$ cat src/rtl/sreg_spi_pkg.sv
package sreg_spi_pkg;

    typedef enum logic [1:0] {
        ST_IDLE   = 2'd0,
        ST_SHIFT  = 2'd1,
        ST_COMMIT = 2'd2,
        ST_DONE   = 2'd3
    } xfer_state_t;

endpackage

$ cat src/rtl/sreg_spi_sync.sv
module sreg_spi_sync #(
    parameter int WIDTH  = 1,
    parameter int STAGES = 2
) (
    input  logic             clk,
    input  logic             rst_n,
    input  logic [WIDTH-1:0] async_i,
    output logic [WIDTH-1:0] sync_o
);

    logic [WIDTH-1:0] stage_q [STAGES];

    always_ff @(posedge clk or negedge rst_n) begin
        if (!rst_n) begin
            for (int s = 0; s < STAGES; s++) begin
                stage_q[s] <= '0;
            end
        end else begin
            stage_q[0] <= async_i;
            for (int s = 1; s < STAGES; s++) begin
                stage_q[s] <= stage_q[s-1];
            end
        end
    end

    assign sync_o = stage_q[STAGES-1];

endmodule

$ cat src/rtl/sreg_spi_fsm.sv
module sreg_spi_fsm
    import sreg_spi_pkg::*;
(
    input  logic clk,
    input  logic rst_n,
    input  logic sel_s,
    input  logic sck_rise,
    input  logic last_bit,
    input  logic is_write,
    output logic clr_o,
    output logic shift_en_o,
    output logic commit_o,
    output logic drive_o
);

    xfer_state_t state_q;
    xfer_state_t state_d;

    // State register
    always_ff @(posedge clk or negedge rst_n) begin
        if (!rst_n) begin
            state_q <= ST_IDLE;
        end else begin
            state_q <= state_d;
        end
    end

    // Transitions
    always_comb begin
        state_d = state_q;
        unique case (state_q)
            ST_IDLE: begin
                if (sel_s) state_d = ST_SHIFT;
            end
            ST_SHIFT: begin
                if (!sel_s) begin
                    state_d = ST_IDLE;              // abort: partial frame dropped
                end else if (sck_rise && last_bit) begin
                    state_d = is_write ? ST_COMMIT : ST_DONE;
                end
            end
            ST_COMMIT: begin
                state_d = sel_s ? ST_DONE : ST_IDLE;
            end
            ST_DONE: begin
                if (!sel_s) state_d = ST_IDLE;
            end
            default: state_d = ST_IDLE;
        endcase
    end

    // Outputs
    always_comb begin
        clr_o      = 1'b0;
        shift_en_o = 1'b0;
        commit_o   = 1'b0;
        drive_o    = 1'b0;
        unique case (state_q)
            ST_IDLE: begin
                clr_o = 1'b1;
            end
            ST_SHIFT: begin
                shift_en_o = 1'b1;
                drive_o    = 1'b1;
            end
            ST_COMMIT: begin
                commit_o = 1'b1;
                drive_o  = 1'b1;
            end
            ST_DONE: begin
                drive_o = 1'b1;
            end
            default: clr_o = 1'b1;
        endcase
    end

endmodule

$ cat src/rtl/sreg_spi_dpath.sv
module sreg_spi_dpath #(
    parameter int ADDR_W = 6,
    parameter int DATA_W = 24
) (
    input  logic              clk,
    input  logic              rst_n,
    input  logic              clr,
    input  logic              shift_en,
    input  logic              sck_rise,
    input  logic              sck_fall,
    input  logic              mosi_s,
    input  logic [DATA_W-1:0] rf_rdata_i,
    input  logic [DATA_W-1:0] rf_wmask_i,
    output logic              last_bit,
    output logic              is_write,
    output logic [ADDR_W-1:0] rf_addr_o,
    output logic [DATA_W-1:0] rf_wdata_o,
    output logic              miso_o
);

    localparam int FRAME_W = DATA_W + ADDR_W + 2;
    localparam int HDR_W   = ADDR_W + 2;
    localparam int RX_W    = FRAME_W - 1;
    localparam int CNT_W   = $clog2(FRAME_W + 1);

    localparam logic [CNT_W-1:0] CNT_ADDR = CNT_W'(ADDR_W);
    localparam logic [CNT_W-1:0] CNT_HDR  = CNT_W'(HDR_W);
    localparam logic [CNT_W-1:0] CNT_LOAD = CNT_W'(HDR_W - 1);
    localparam logic [CNT_W-1:0] CNT_LAST = CNT_W'(FRAME_W - 1);

    logic [RX_W-1:0]   rx_q;
    logic [DATA_W-1:0] tx_q;
    logic [CNT_W-1:0]  cnt_q;
    logic [ADDR_W-1:0] addr_q;
    logic              miso_q;

    always_ff @(posedge clk or negedge rst_n) begin
        if (!rst_n) begin
            rx_q   <= '0;
            tx_q   <= '0;
            cnt_q  <= '0;
            addr_q <= '0;
            miso_q <= 1'b0;
        end else if (clr) begin
            rx_q   <= '0;
            tx_q   <= '0;
            cnt_q  <= '0;
            miso_q <= 1'b0;
        end else if (shift_en && sck_rise) begin
            rx_q  <= {rx_q[RX_W-2:0], mosi_s};
            cnt_q <= cnt_q + 1'b1;
            if (cnt_q == CNT_ADDR) begin
                addr_q <= {rx_q[ADDR_W-2:0], mosi_s};
            end
            if (cnt_q == CNT_LOAD) begin
                tx_q <= rf_rdata_i;
            end
        end else if (shift_en && sck_fall && (cnt_q >= CNT_HDR)) begin
            miso_q <= tx_q[DATA_W-1];
            tx_q   <= {tx_q[DATA_W-2:0], 1'b0};
        end
    end

    assign last_bit   = (cnt_q == CNT_LAST);
    assign is_write   = rx_q[RX_W-1];
    assign rf_addr_o  = addr_q;
    assign rf_wdata_o = (rx_q[DATA_W-1:0] & rf_wmask_i) | (rf_rdata_i & ~rf_wmask_i);
    assign miso_o     = miso_q;

endmodule

$ cat src/rtl/sreg_spi_slave.sv
module sreg_spi_slave
    import sreg_spi_pkg::*;
#(
    parameter int ADDR_W      = 6,
    parameter int DATA_W      = 24,
    parameter int SYNC_STAGES = 2
) (
    input  logic              clk,
    input  logic              rst_n,
    input  logic              ss_i,
    input  logic              sck_i,
    input  logic              mosi_i,
    output logic              miso_o,
    output logic              miso_oe_o,
    output logic [ADDR_W-1:0] rf_addr_o,
    output logic [DATA_W-1:0] rf_wdata_o,
    output logic              rf_we_o,
    input  logic [DATA_W-1:0] rf_rdata_i,
    input  logic [DATA_W-1:0] rf_wmask_i
);

    localparam int SYNC_W = 3;

    logic [SYNC_W-1:0] pins_s;
    logic sel_s, sck_s, mosi_s;
    logic sck_d;
    logic sck_rise, sck_fall;
    logic clr, shift_en, commit, drive;
    logic last_bit, is_write;

    // all serial inputs re-timed through the same depth
    sreg_spi_sync #(.WIDTH(SYNC_W), .STAGES(SYNC_STAGES)) u_sync (
        .clk     (clk),
        .rst_n   (rst_n),
        .async_i ({ss_i, sck_i, mosi_i}),
        .sync_o  (pins_s)
    );

    assign sel_s  = pins_s[2];
    assign sck_s  = pins_s[1];
    assign mosi_s = pins_s[0];

    always_ff @(posedge clk or negedge rst_n) begin
        if (!rst_n) begin
            sck_d <= 1'b0;
        end else begin
            sck_d <= sck_s;
        end
    end

    assign sck_rise = sck_s & ~sck_d;
    assign sck_fall = ~sck_s & sck_d;

    sreg_spi_fsm u_fsm (
        .clk        (clk),
        .rst_n      (rst_n),
        .sel_s      (sel_s),
        .sck_rise   (sck_rise),
        .last_bit   (last_bit),
        .is_write   (is_write),
        .clr_o      (clr),
        .shift_en_o (shift_en),
        .commit_o   (commit),
        .drive_o    (drive)
    );

    sreg_spi_dpath #(.ADDR_W(ADDR_W), .DATA_W(DATA_W)) u_dpath (
        .clk        (clk),
        .rst_n      (rst_n),
        .clr        (clr),
        .shift_en   (shift_en),
        .sck_rise   (sck_rise),
        .sck_fall   (sck_fall),
        .mosi_s     (mosi_s),
        .rf_rdata_i (rf_rdata_i),
        .rf_wmask_i (rf_wmask_i),
        .last_bit   (last_bit),
        .is_write   (is_write),
        .rf_addr_o  (rf_addr_o),
        .rf_wdata_o (rf_wdata_o),
        .miso_o     (miso_o)
    );

    assign rf_we_o   = commit;
    assign miso_oe_o = drive;

endmodule

$ cat config.mk
export PLATFORM = sky130hd
export DESIGN_NAME = sreg_spi_slave
export DESIGN_NICKNAME = d
export VERILOG_FILES = /design/src/rtl/sreg_spi_pkg.sv /design/src/rtl/sreg_spi_sync.sv /design/src/rtl/sreg_spi_fsm.sv /design/src/rtl/sreg_spi_dpath.sv /design/src/rtl/sreg_spi_slave.sv
export SDC_FILE = /design/constraint.sdc
export NUM_CORES = 1
export LEC_CHECK = 0
export ABC_AREA = 0
export BUFFER_PORTS_ARGS = -buffer_cell sky130_fd_sc_hd__buf_2
export CAP_MARGIN = 40
export CORE_AREA = 2 2 82 84
export CTS_CLUSTER_DIAMETER = 30
export DETAILED_ROUTE_END_ITERATION = 7
export DIE_AREA = 0 0 84 86
export PLACE_DENSITY_LB_ADDON = 0.1
export SYNTH_ARGS = -nofsm -noshare
export SYNTH_HDL_FRONTEND = slang
export SYNTH_SLANG_ARGS = --single-unit
$ cat constraint.sdc
create_clock -name clk -period 4.53 [get_ports clk]
set_input_delay 0.906 -clock clk [delete_from_list [all_inputs] [get_ports clk]]
set_output_delay 0.906 -clock clk [all_outputs]
set_load 0.01 [all_outputs]
Word-level counts from Yosys, hierarchy flattened
Cells that the tools add are included.

storage, ports and cells
  register bits after elaboration = 77
  input bits = 53

cells by class
  bitwise gates (word level) = 9
  reductions and logical operators = 13
  eq/ne operators = 11
  order comparisons = 1
  add/sub/neg operators = 1
  mux-type cells = 22

operators by type and width
  operator                                                            number
  two-way mux 24 bit                                                  4
  two-way mux 31 bit                                                  2
  AND 24 bit                                                          2
  inverter 24 bit                                                     1
  bitwise OR 24 bit                                                   1
  == test 6 x 3 -> 1 bit (second input constant)                      2
  two-way mux 6 bit                                                   2
  two-way mux 2 bit                                                   5
  two-way mux 1 bit                                                   8
  case mux 2 bit (4 select lines)                                     1
  adder 6 x 1 -> 6 bit (second input constant)                        1
  == test 6 x 5 -> 1 bit (second input constant)                      1
  greater-or-equal comparator 6 x 4 -> 1 bit (second input constant)  1
  inequality test 2 bit (second input constant)                       3
  AND reduction 3 bit                                                 2
  == test 2 bit (second input constant)                               2
  logical AND 1 bit                                                   4
  AND reduction 2 bit                                                 2
  nonzero test 2 bit                                                  2
  inequality test 3 x 2 -> 1 bit (second input constant)              1
  inequality test 3 bit (second input constant)                       1
  inverter 1 bit                                                      3
  nonzero test 3 bit                                                  1
  OR reduction 3 bit                                                  1
  other kinds (3)                                                     4

Logic depth before layout (Yosys ltp)
Gate-level depths: netlist (run 1).

  depth in word-level cells = 7
  gate-level depth with buffers = 6
  depth with buffers taken out = 5

Modules after synthesis
Synthesis (run 1) repeated with hierarchy kept, for this count alone.

unflattened totals
  cell total of the unflattened synthesis = 376
  area total of the unflattened synthesis = 3,823.7 µm²

modules (own cells, without submodules)
  module          area each (µm²)  times used  cells each  seq. area each (µm²)
  sreg_spi_dpath  3,498.4          1           354         1,701.6
  sreg_spi_sync   172.7            1           9           150.1
  sreg_spi_fsm    112.6            1           10          50.0
  sreg_spi_slave  40.0             1           3           25.0

Least setup slack after synthesis (run 1)
OpenSTA, ideal clock, no wires.

  path type = input port to output port
  from = input port rf_wmask_i[10]
  to = output port rf_wdata_o[10]
  stages = 1
  path slack = 2.383 ns
  arrival time = 1.241 ns
  path buffers = 0
  required time = 3.624 ns
  path through = mux2_2

between the ends
  word-level cells in the longest chain between the ends = 3
  elaborated cells on any way between the ends = 4
  classes of those cells = 4 x bitwise

RTL lines
  item                   line                  source
  start: declaration     sreg_spi_slave.sv:19  input logic [DATA_W-1:0] rf_wmask_i
  inverter 24 bit        sreg_spi_dpath.sv:67  assign rf_wdata_o = (rx_q[DATA_W-1:0] & rf_wmask_i) | (rf_rdata_i & ~rf_wmask_i);
  AND 24 bit             sreg_spi_dpath.sv:67
  bitwise OR 24 bit (*)  sreg_spi_dpath.sv:67
  end: declaration       sreg_spi_slave.sv:16  output logic [DATA_W-1:0] rf_wdata_o,

Every way passes the cells marked *; elsewhere a longest branch is shown, timed or not.

Worst setup path after layout (run 1)
  from = register u_fsm.state_q[1]
  to = register u_dpath.tx_q[6]

between the ends
  word-level cells in the longest chain between the ends = 6
  elaborated cells on any way between the ends = 12
  classes of those cells = 2 x eq/ne; 4 x mux; 6 x reduce/logical

RTL lines
  item                                  line                  source
  start: declaration                    sreg_spi_fsm.sv:16    xfer_state_t state_q;
  start signal: assignment              sreg_spi_fsm.sv:24    state_q <= state_d;
  == test 2 x 1 -> 1 bit                sreg_spi_fsm.sv:58    unique case (state_q)
  two-way mux 1 bit                     sreg_spi_fsm.sv:58
  logical AND 1 bit (2 in a row)        sreg_spi_dpath.sv:58  end else if (shift_en && sck_fall && (cnt_q >= CNT_HDR)) begin
  nonzero test 3 bit (no source line)   -
  AND reduction 2 bit (no source line)  -
  end signal: assignment                sreg_spi_dpath.sv:56  tx_q <= rf_rdata_i;
  end signal: assignment                sreg_spi_dpath.sv:60  tx_q <= {tx_q[DATA_W-2:0], 1'b0};
  end: declaration                      sreg_spi_dpath.sv:32  logic [DATA_W-1:0] tx_q;

Several ways; a longest one is shown, not always the timed one.
A chain may end at the register's enable or synchronous reset.

==> results.json, run 1 <==
{
  "status": "complete, no violations",
  "average_detailed_routed_wire_length_per_instance_um": 13.1,
  "max_freq_mhz": 412,
  "fin_setup_tns_ns": 0,
  "floorplan.die.width_um": 84,
  "remaining_number_of_nets_flagged_by_the_antenna_check_after_routing": 0,
  "cts_buffers": 9,
  "numClockSinks": 77,
  "wl_um": 6870,
  "dieArea_mm2": 0.00722,
  "rsz0062_at_grt": "false",
  "critical_path_peak_fanout": 62,
  "antenna_found_initial": 0,
  "hpwl_um": 4450,
  "syn-instance-count": 365,
  "drt_first_iter_violations": 150,
  "timing.final.max_slew_violations": 0,
  "capture_point_of_the_worst_path": "u_dpath.tx_q[6]",
  "grt_use_total": 0.204,
  "cts_resized": 0,
  "critPathLaunchType": "register",
  "die_height_um": 86,
  "timing.clock.skew_ns": 0.00771,
  "area_overhead_of_the_layout_relative_to_synthesis_pct": 18.1,
  "initial_utilization": 0.576,
  "slew_margin_rel": 0.467,
  "synth_top_area_frac": 0.533,
  "hold_violations": 0,
  "cpMaxStageDelayCell": "sky130_fd_sc_hd__buf_4",
  "final_nets": 500,
  "synth.area.top_cells": "sky130_fd_sc_hd__dfrtp_1 53%, sky130_fd_sc_hd__mux2_2 16%, sky130_fd_sc_hd__nand2_1 12%",
  "power_report.internal_total_mw": 0.959,
  "vias_per_cell": 5.26,
  "final_cells": 526,
  "power.total_mw": 1.29,
  "n_diodes": 0,
  "worst-setup-path-type": "reg2reg",
  "design_area_mm2": 0.00427,
  "ctsLongestPathBuffers": 2,
  "setup_viol": 0,
  "n_fill_cell": 517,
  "ys_async_sr_fraction": 1.00,
  "cts_setup_buffers": 0,
  "cts-hold-fix-buffers": 0,
  "cts_tree": "done",
  "total_leakage_power_nw": 2.24,
  "syn_avg_cell_area_um2": 9.91,
  "final_cell_mix": "113 x sky130_fd_sc_hd__nand2_1, 84 x sky130_fd_sc_hd__buf_2, 77 x sky130_fd_sc_hd__dfrtp_1",
  "sequentialPowerShare": 0.550,
  "seq_area_frac_synth": 0.533,
  "worst_r2r_start": "u_fsm.state_q[1]",
  "drv.max_cap_violation_count": 0,
  "cp.required_ns": 4.75,
  "reg2reg_to": "u_dpath.tx_q[6]",
  "power.share.switching": 0.257,
  "place_area_mm2": 0.00410,
  "grt_first_pass_wirelength_um": 11900,
  "critical_path_cell_sequence": "and4bb_2, buf_4, nand4_1, nand3_4, mux2_2",
  "num_vias": 2765,
  "fin_crit_ns": 2.43,
  "grt_pass1_vias": 2672,
  "synth_area_mm2": 0.00362,
  "post_synth_num_cell_types": 30,
  "sequential_cell_area_mm2": 0.00193,
  "comb_power_share": 0.099,
  "cpLargestDelayFamily": "simple AND/OR/NAND/NOR gates",
  "final_ws_setup_ns": 2.10,
  "multi_input_comb_area_mm2": 0.00156,
  "p_per_area_mw_per_mm2": 302,
  "critical_path.n_buffers_inverters": 1,
  "ys.warnings.count": 0,
  "worstHoldPathType": "reg2reg",
  "final_common_cell": "sky130_fd_sc_hd__nand2_1",
  "grt_start_max_net_pins": 63,
  "synth_edf_count": 0,
  "critPathLaunch": "u_fsm.state_q[1]",
  "detailedPlace.worstSlack_ns": 2.12,
  "boundaryPins": 86,
  "synth.ff_latch_count": 77,
  "firstDrtPassIters": 5,
  "detail_route.drc_violations": 0,
  "routabilityCongestion": 0.735,
  "net_switching_power_mw": 0.332,
  "final_min_period_over_clock_period": 0.536,
  "grt-ovfl-total": 0,
  "worst_r2r_path_depth": 5,
  "pwr-share-clk": 0.351,
  "max_stage_delay_on_crit_path_ns": 0.50,
  "proportion_of_layout_cells_with_a_drive_suffix_above_1": 0.363,
  "dominantRegCellSynth": "sky130_fd_sc_hd__dfrtp_1",
  "tightestPinTransition_ns": 0.799,
  "place.port_buffers": 85,
  "rows": 29,
  "setup.reg_to_reg.worst_slack_ns": 2.10,
  "cp.depth": 5,
  "yosysTopAreaCell": "sky130_fd_sc_hd__dfrtp_1",
  "clk_pin_slew_ns": 0.08,
  "cp.arrival_ns": 2.65,
  "vdd.ir_drop.worst_mv": 0.211,
  "placed_cells_incl_taps": 510,
  "cts_root_buffer": "sky130_fd_sc_hd__clkbuf_8",
  "insertion_delay_ns": 0.34,
  "design.core.area_mm2": 0.00628,
  "worst_setup_path_end_kind": "register",
  "postSynthNetCount": 421,
  "htree_num_levels": 3
}
-- stage by stage --
step	util	hold slack, ns
6_report	0.680	0.351
5_1_grt	0.680	0.362
4_1_cts	0.680	0.355
3_5_place_dp	0.652	0.336
3_3_place_gp	0.648	0.333
2_1_floorplan	-	0.331
-- area by class of cell --
class | count | share of cell area
tap | 77 | 0.0226
clock buffer | 9 | 0.0290
timing repair buffer | 90 | 0.114
sequential | 77 | 0.451
clock inverter | 7 | 0.0120
multi-input combinational | 259 | 0.365
inverter | 7 | 0.00615
-- state kept, by name, indices dropped and copies added, names as in the netlist --
name               cells
u_sync.stage_q         3
u_dpath.rf_addr_o      6
u_sync.sync_o          3
u_fsm.state_q          2
u_dpath.miso_o         1
u_dpath.rx_q          31
u_dpath.cnt_q          6
sck_d                  1
u_dpath.tx_q          24
-- how the worst min path moves through the flow --
stage	end	slack, ns	from	depth (start not counted)
5_1_grt	u_sync.sync_o[2]	0.36	u_sync.stage_q[5]	0
6_report	u_sync.sync_o[1]	0.35	u_sync.stage_q[4]	0
2_1_floorplan	u_sync.sync_o[0]	0.33	u_sync.stage_q[3]	0
3_3_place_gp	u_sync.sync_o[0]	0.33	u_sync.stage_q[3]	0
4_1_cts	u_sync.sync_o[2]	0.36	u_sync.stage_q[5]	0
3_5_place_dp	u_sync.sync_o[2]	0.34	u_sync.stage_q[5]	0
-- kinds of logic after synthesis --
family | count (synthesis) | share of synthesized area
and+or+nand+nor | 168 | 0.203
DFF | 77 | 0.533
xor gates and xnor gates | 1 | 0.00242
AOI/OAI and AO/OA | 34 | 0.0491
muxes | 53 | 0.165
adders and majority gates | 3 | 0.0104
buffers and inverters | 29 | 0.0374
-- synthesized netlist by cell type, drive strengths merged (2+ instances only) --
master	count
nor3	3
clkbuf	13
o31ai	2
inv	6
dfrtp	77
o21ai	5
buf	9
nor2	10
and2	2
a21oi	25
ha	3
nand2	113
mux2	52
nand3	34
-- metal layers --
layer  vias to the layer above  wire length [um]  share of wire  track usage
li1                       1381                 -              -            -
met1                      1323              3160           0.46        0.270
met2                        54              3360           0.49        0.340
met3                         7               253          0.037       0.0308
met4                         0                91          0.013       0.0836
met5                         -                 0              0            0
-- power groups by stage --
stage / logic [mW] / registers, mW / clock network, mW
global route: 0.145 / 0.712 / 0.501
CTS: 0.132 / 0.710 / 0.467
global placement: 0.126 / 0.723 / 0
finish: 0.128 / 0.710 / 0.453
detailed placement: 0.131 / 0.724 / 0
floorplan: 0.0696 / 0.721 / 0
Note: power is estimated with default switching activity, not from simulation.
==> run 2: changes to the inputs <==
--- a/config.mk
+++ b/config.mk
@@ -8,10 +8,10 @@
 export ABC_AREA = 0
 export BUFFER_PORTS_ARGS = -buffer_cell sky130_fd_sc_hd__buf_2
 export CAP_MARGIN = 40
-export CORE_AREA = 2 2 82 84
+export CORE_AREA = 2 2 86 88
 export CTS_CLUSTER_DIAMETER = 30
 export DETAILED_ROUTE_END_ITERATION = 7
-export DIE_AREA = 0 0 84 86
+export DIE_AREA = 0 0 88 90
 export PLACE_DENSITY_LB_ADDON = 0.1
 export SYNTH_ARGS = -nofsm -noshare
 export SYNTH_HDL_FRONTEND = slang
==> constraint.sdc (replaced) <==
create_clock -name clk -period 2.5 [get_ports clk]
set_input_delay 0.5 -clock clk [delete_from_list [all_inputs] [get_ports clk]]
set_output_delay 0.5 -clock clk [all_outputs]
set_load 0.01 [all_outputs]
==> results.json, run 2 (same netlist as run 1, synthesis figures left out) <==
{
  "design_area_mm2": 0.00431,
  "total_leakage_power_nw": 2.25,
  "drt_first_iter_violations": 152,
  "clk_pin_slew_ns": 0.08,
  "hpwl_um": 4780,
  "rows": 31,
  "max_stage_delay_on_crit_path_ns": 0.44,
  "hold_violations": 0,
  "fin_setup_tns_ns": 0,
  "initial_utilization": 0.515,
  "setup.reg_to_reg.worst_slack_ns": 0.55,
  "critical_path_cell_sequence": "nor2_2, clkinv_1, buf_2",
  "wl_met3_um": 284,
  "largestRegisters": "u_dpath.rx_q (31), u_dpath.tx_q (24)",
  "timing.clock.skew_ns": 0.00983,
  "slew_margin_rel": 0.671,
  "final_common_cell": "sky130_fd_sc_hd__nand2_1",
  "fin_crit_ns": 1.96,
  "cts_resized": 0,
  "ctsLongestPathBuffers": 2,
  "cts-hold-fix-buffers": 0,
  "num_vias": 2769,
  "detail_route.drc_violations": 0,
  "power.total_mw": 2.34,
  "place_area_mm2": 0.00414,
  "grt-ovfl-total": 0,
  "worstHoldPathType": "in2async",
  "final_nets": 503,
  "place.port_buffers": 85,
  "insertion_delay_ns": 0.34,
  "vdd.ir_drop.worst_mv": 0.296,
  "grt_pass1_vias": 2677,
  "antenna_found_initial": 0,
  "largest_register": "u_dpath.rx_q",
  "htree_num_levels": 3,
  "critical_path_peak_fanout": 8,
  "worst_r2r_path_depth": 4,
  "cp.arrival_ns": 1.46,
  "cts_buffers": 9,
  "remaining_number_of_nets_flagged_by_the_antenna_check_after_routing": 0,
  "placed_cells_incl_taps": 535,
  "design.core.area_mm2": 0.00702,
  "wl_um": 7020,
  "proportion_of_layout_cells_with_a_drive_suffix_above_1": 0.361,
  "worst_setup_path_end_kind": "output port",
  "die_height_um": 90,
  "max_freq_mhz": 511,
  "tightestPinTransition_ns": 0.494,
  "rsz0062_at_grt": "false",
  "cp.required_ns": 2.00,
  "p_per_area_mw_per_mm2": 544,
  "cts_setup_buffers": 0,
  "routed-wl-met2_um": 3370,
  "setup_viol": 0,
  "boundaryPins": 86,
  "final_ws_setup_ns": 0.542,
  "floorplan.die.width_um": 88,
  "final_cell_mix": "113 x sky130_fd_sc_hd__nand2_1, 84 x sky130_fd_sc_hd__buf_2, 77 x sky130_fd_sc_hd__dfrtp_1",
  "fin_worst_hold_slack_ns": 0.115,
  "n_diodes": 0,
  "critPathLaunchType": "register",
  "drt-met1-wl_um": 3310,
  "final_cells": 551,
  "cts_root_buffer": "sky130_fd_sc_hd__clkbuf_8",
  "detailedPlace.worstSlack_ns": 0.536,
  "largest_register_ffs": 31,
  "timing.final.max_slew_violations": 0,
  "routed.top_layer": "met4",
  "final_min_period_over_clock_period": 0.783,
  "area_overhead_of_the_layout_relative_to_synthesis_pct": 19.1,
  "firstDrtPassIters": 4,
  "average_detailed_routed_wire_length_per_instance_um": 12.7,
  "finish.utilization": 0.614,
  "grt_first_pass_wirelength_um": 11800,
  "vias_per_cell": 5.03,
  "numClockSinks": 77,
  "cpMaxStageDelayCell": "sky130_fd_sc_hd__dfrtp_1",
  "routabilityCongestion": 0.740,
  "cts_tree": "done",
  "status": "complete, no violations",
  "grt_use_total": 0.186,
  "grt_start_max_net_pins": 41,
  "drv.max_cap_violation_count": 0,
  "worst-setup-path-type": "reg2out",
  "dieArea_mm2": 0.00792
}
run 2: cell count changes in the layout (fill, tap and decap cells not counted):
| cell | before | now |
|---|---|---|
| sky130_fd_sc_hd__buf_12 | 0 | 1 |
| sky130_fd_sc_hd__clkinvlp_4 | 2 | 1 |
| sky130_fd_sc_hd__clkinv_4 | 2 | 1 |
| sky130_fd_sc_hd__clkinv_2 | 2 | 1 |
| sky130_fd_sc_hd__clkbuf_1 | 0 | 3 |
| sky130_fd_sc_hd__buf_16 | 1 | 0 |
| sky130_fd_sc_hd__clkbuf_8 | 9 | 10 |
| sky130_fd_sc_hd__buf_4 | 5 | 8 |
| sky130_fd_sc_hd__inv_6 | 1 | 0 |
run 2: metal layers:
metal	global-route usage	vias to the layer above
li1	-	1387
met1	0.243	1313
met2	0.307	62
met3	0.0441	7
met4	0.0538	0
met5	0	-
run 2: path summary, 6_finish.rpt:
path | end | from
setup reg to reg | u_dpath.rf_addr_o[3] | u_fsm.state_q[1]
max in group asynchronous | u_dpath.cnt_q[1] | rst_n
hold reg to reg | u_sync.sync_o[2] | u_sync.stage_q[5]
min in group clk | u_sync.stage_q[3] | mosi_i
setup / recovery | miso_oe_o | u_fsm.state_q[0]
hold / removal | u_dpath.rf_addr_o[4] | rst_n
run 2: where the power goes:
group	total (mW)	leakage [nW]	internal, mW	switching [mW]
Clock	0.823	0.0836	0.389	0.434
Sequential	1.29	1.05	1.27	0.0161
Combinational	0.234	1.11	0.106	0.128
Total	2.34	2.25	1.77	0.578
run 2: area by class of cell:
type                            instances  area (um2)
Inverter                                7        26.3
Multi-Input combinational cell        259        1560
Timing Repair Buffer                   93         500
Clock inverter                          3        21.3
Tap cell                               99         124
Sequential cell                        77        1930
Fill cell                             638        2710
Clock buffer                           13         149
run 2: worst max-delay path, delay by kind of cell (launching register included):
| kind | cells | cell delay [ns] |
|---|---|---|
| simple gates | 1 | 0.15 |
| buf+inv | 2 | 0.53 |
| flops | 1 | 0.44 |
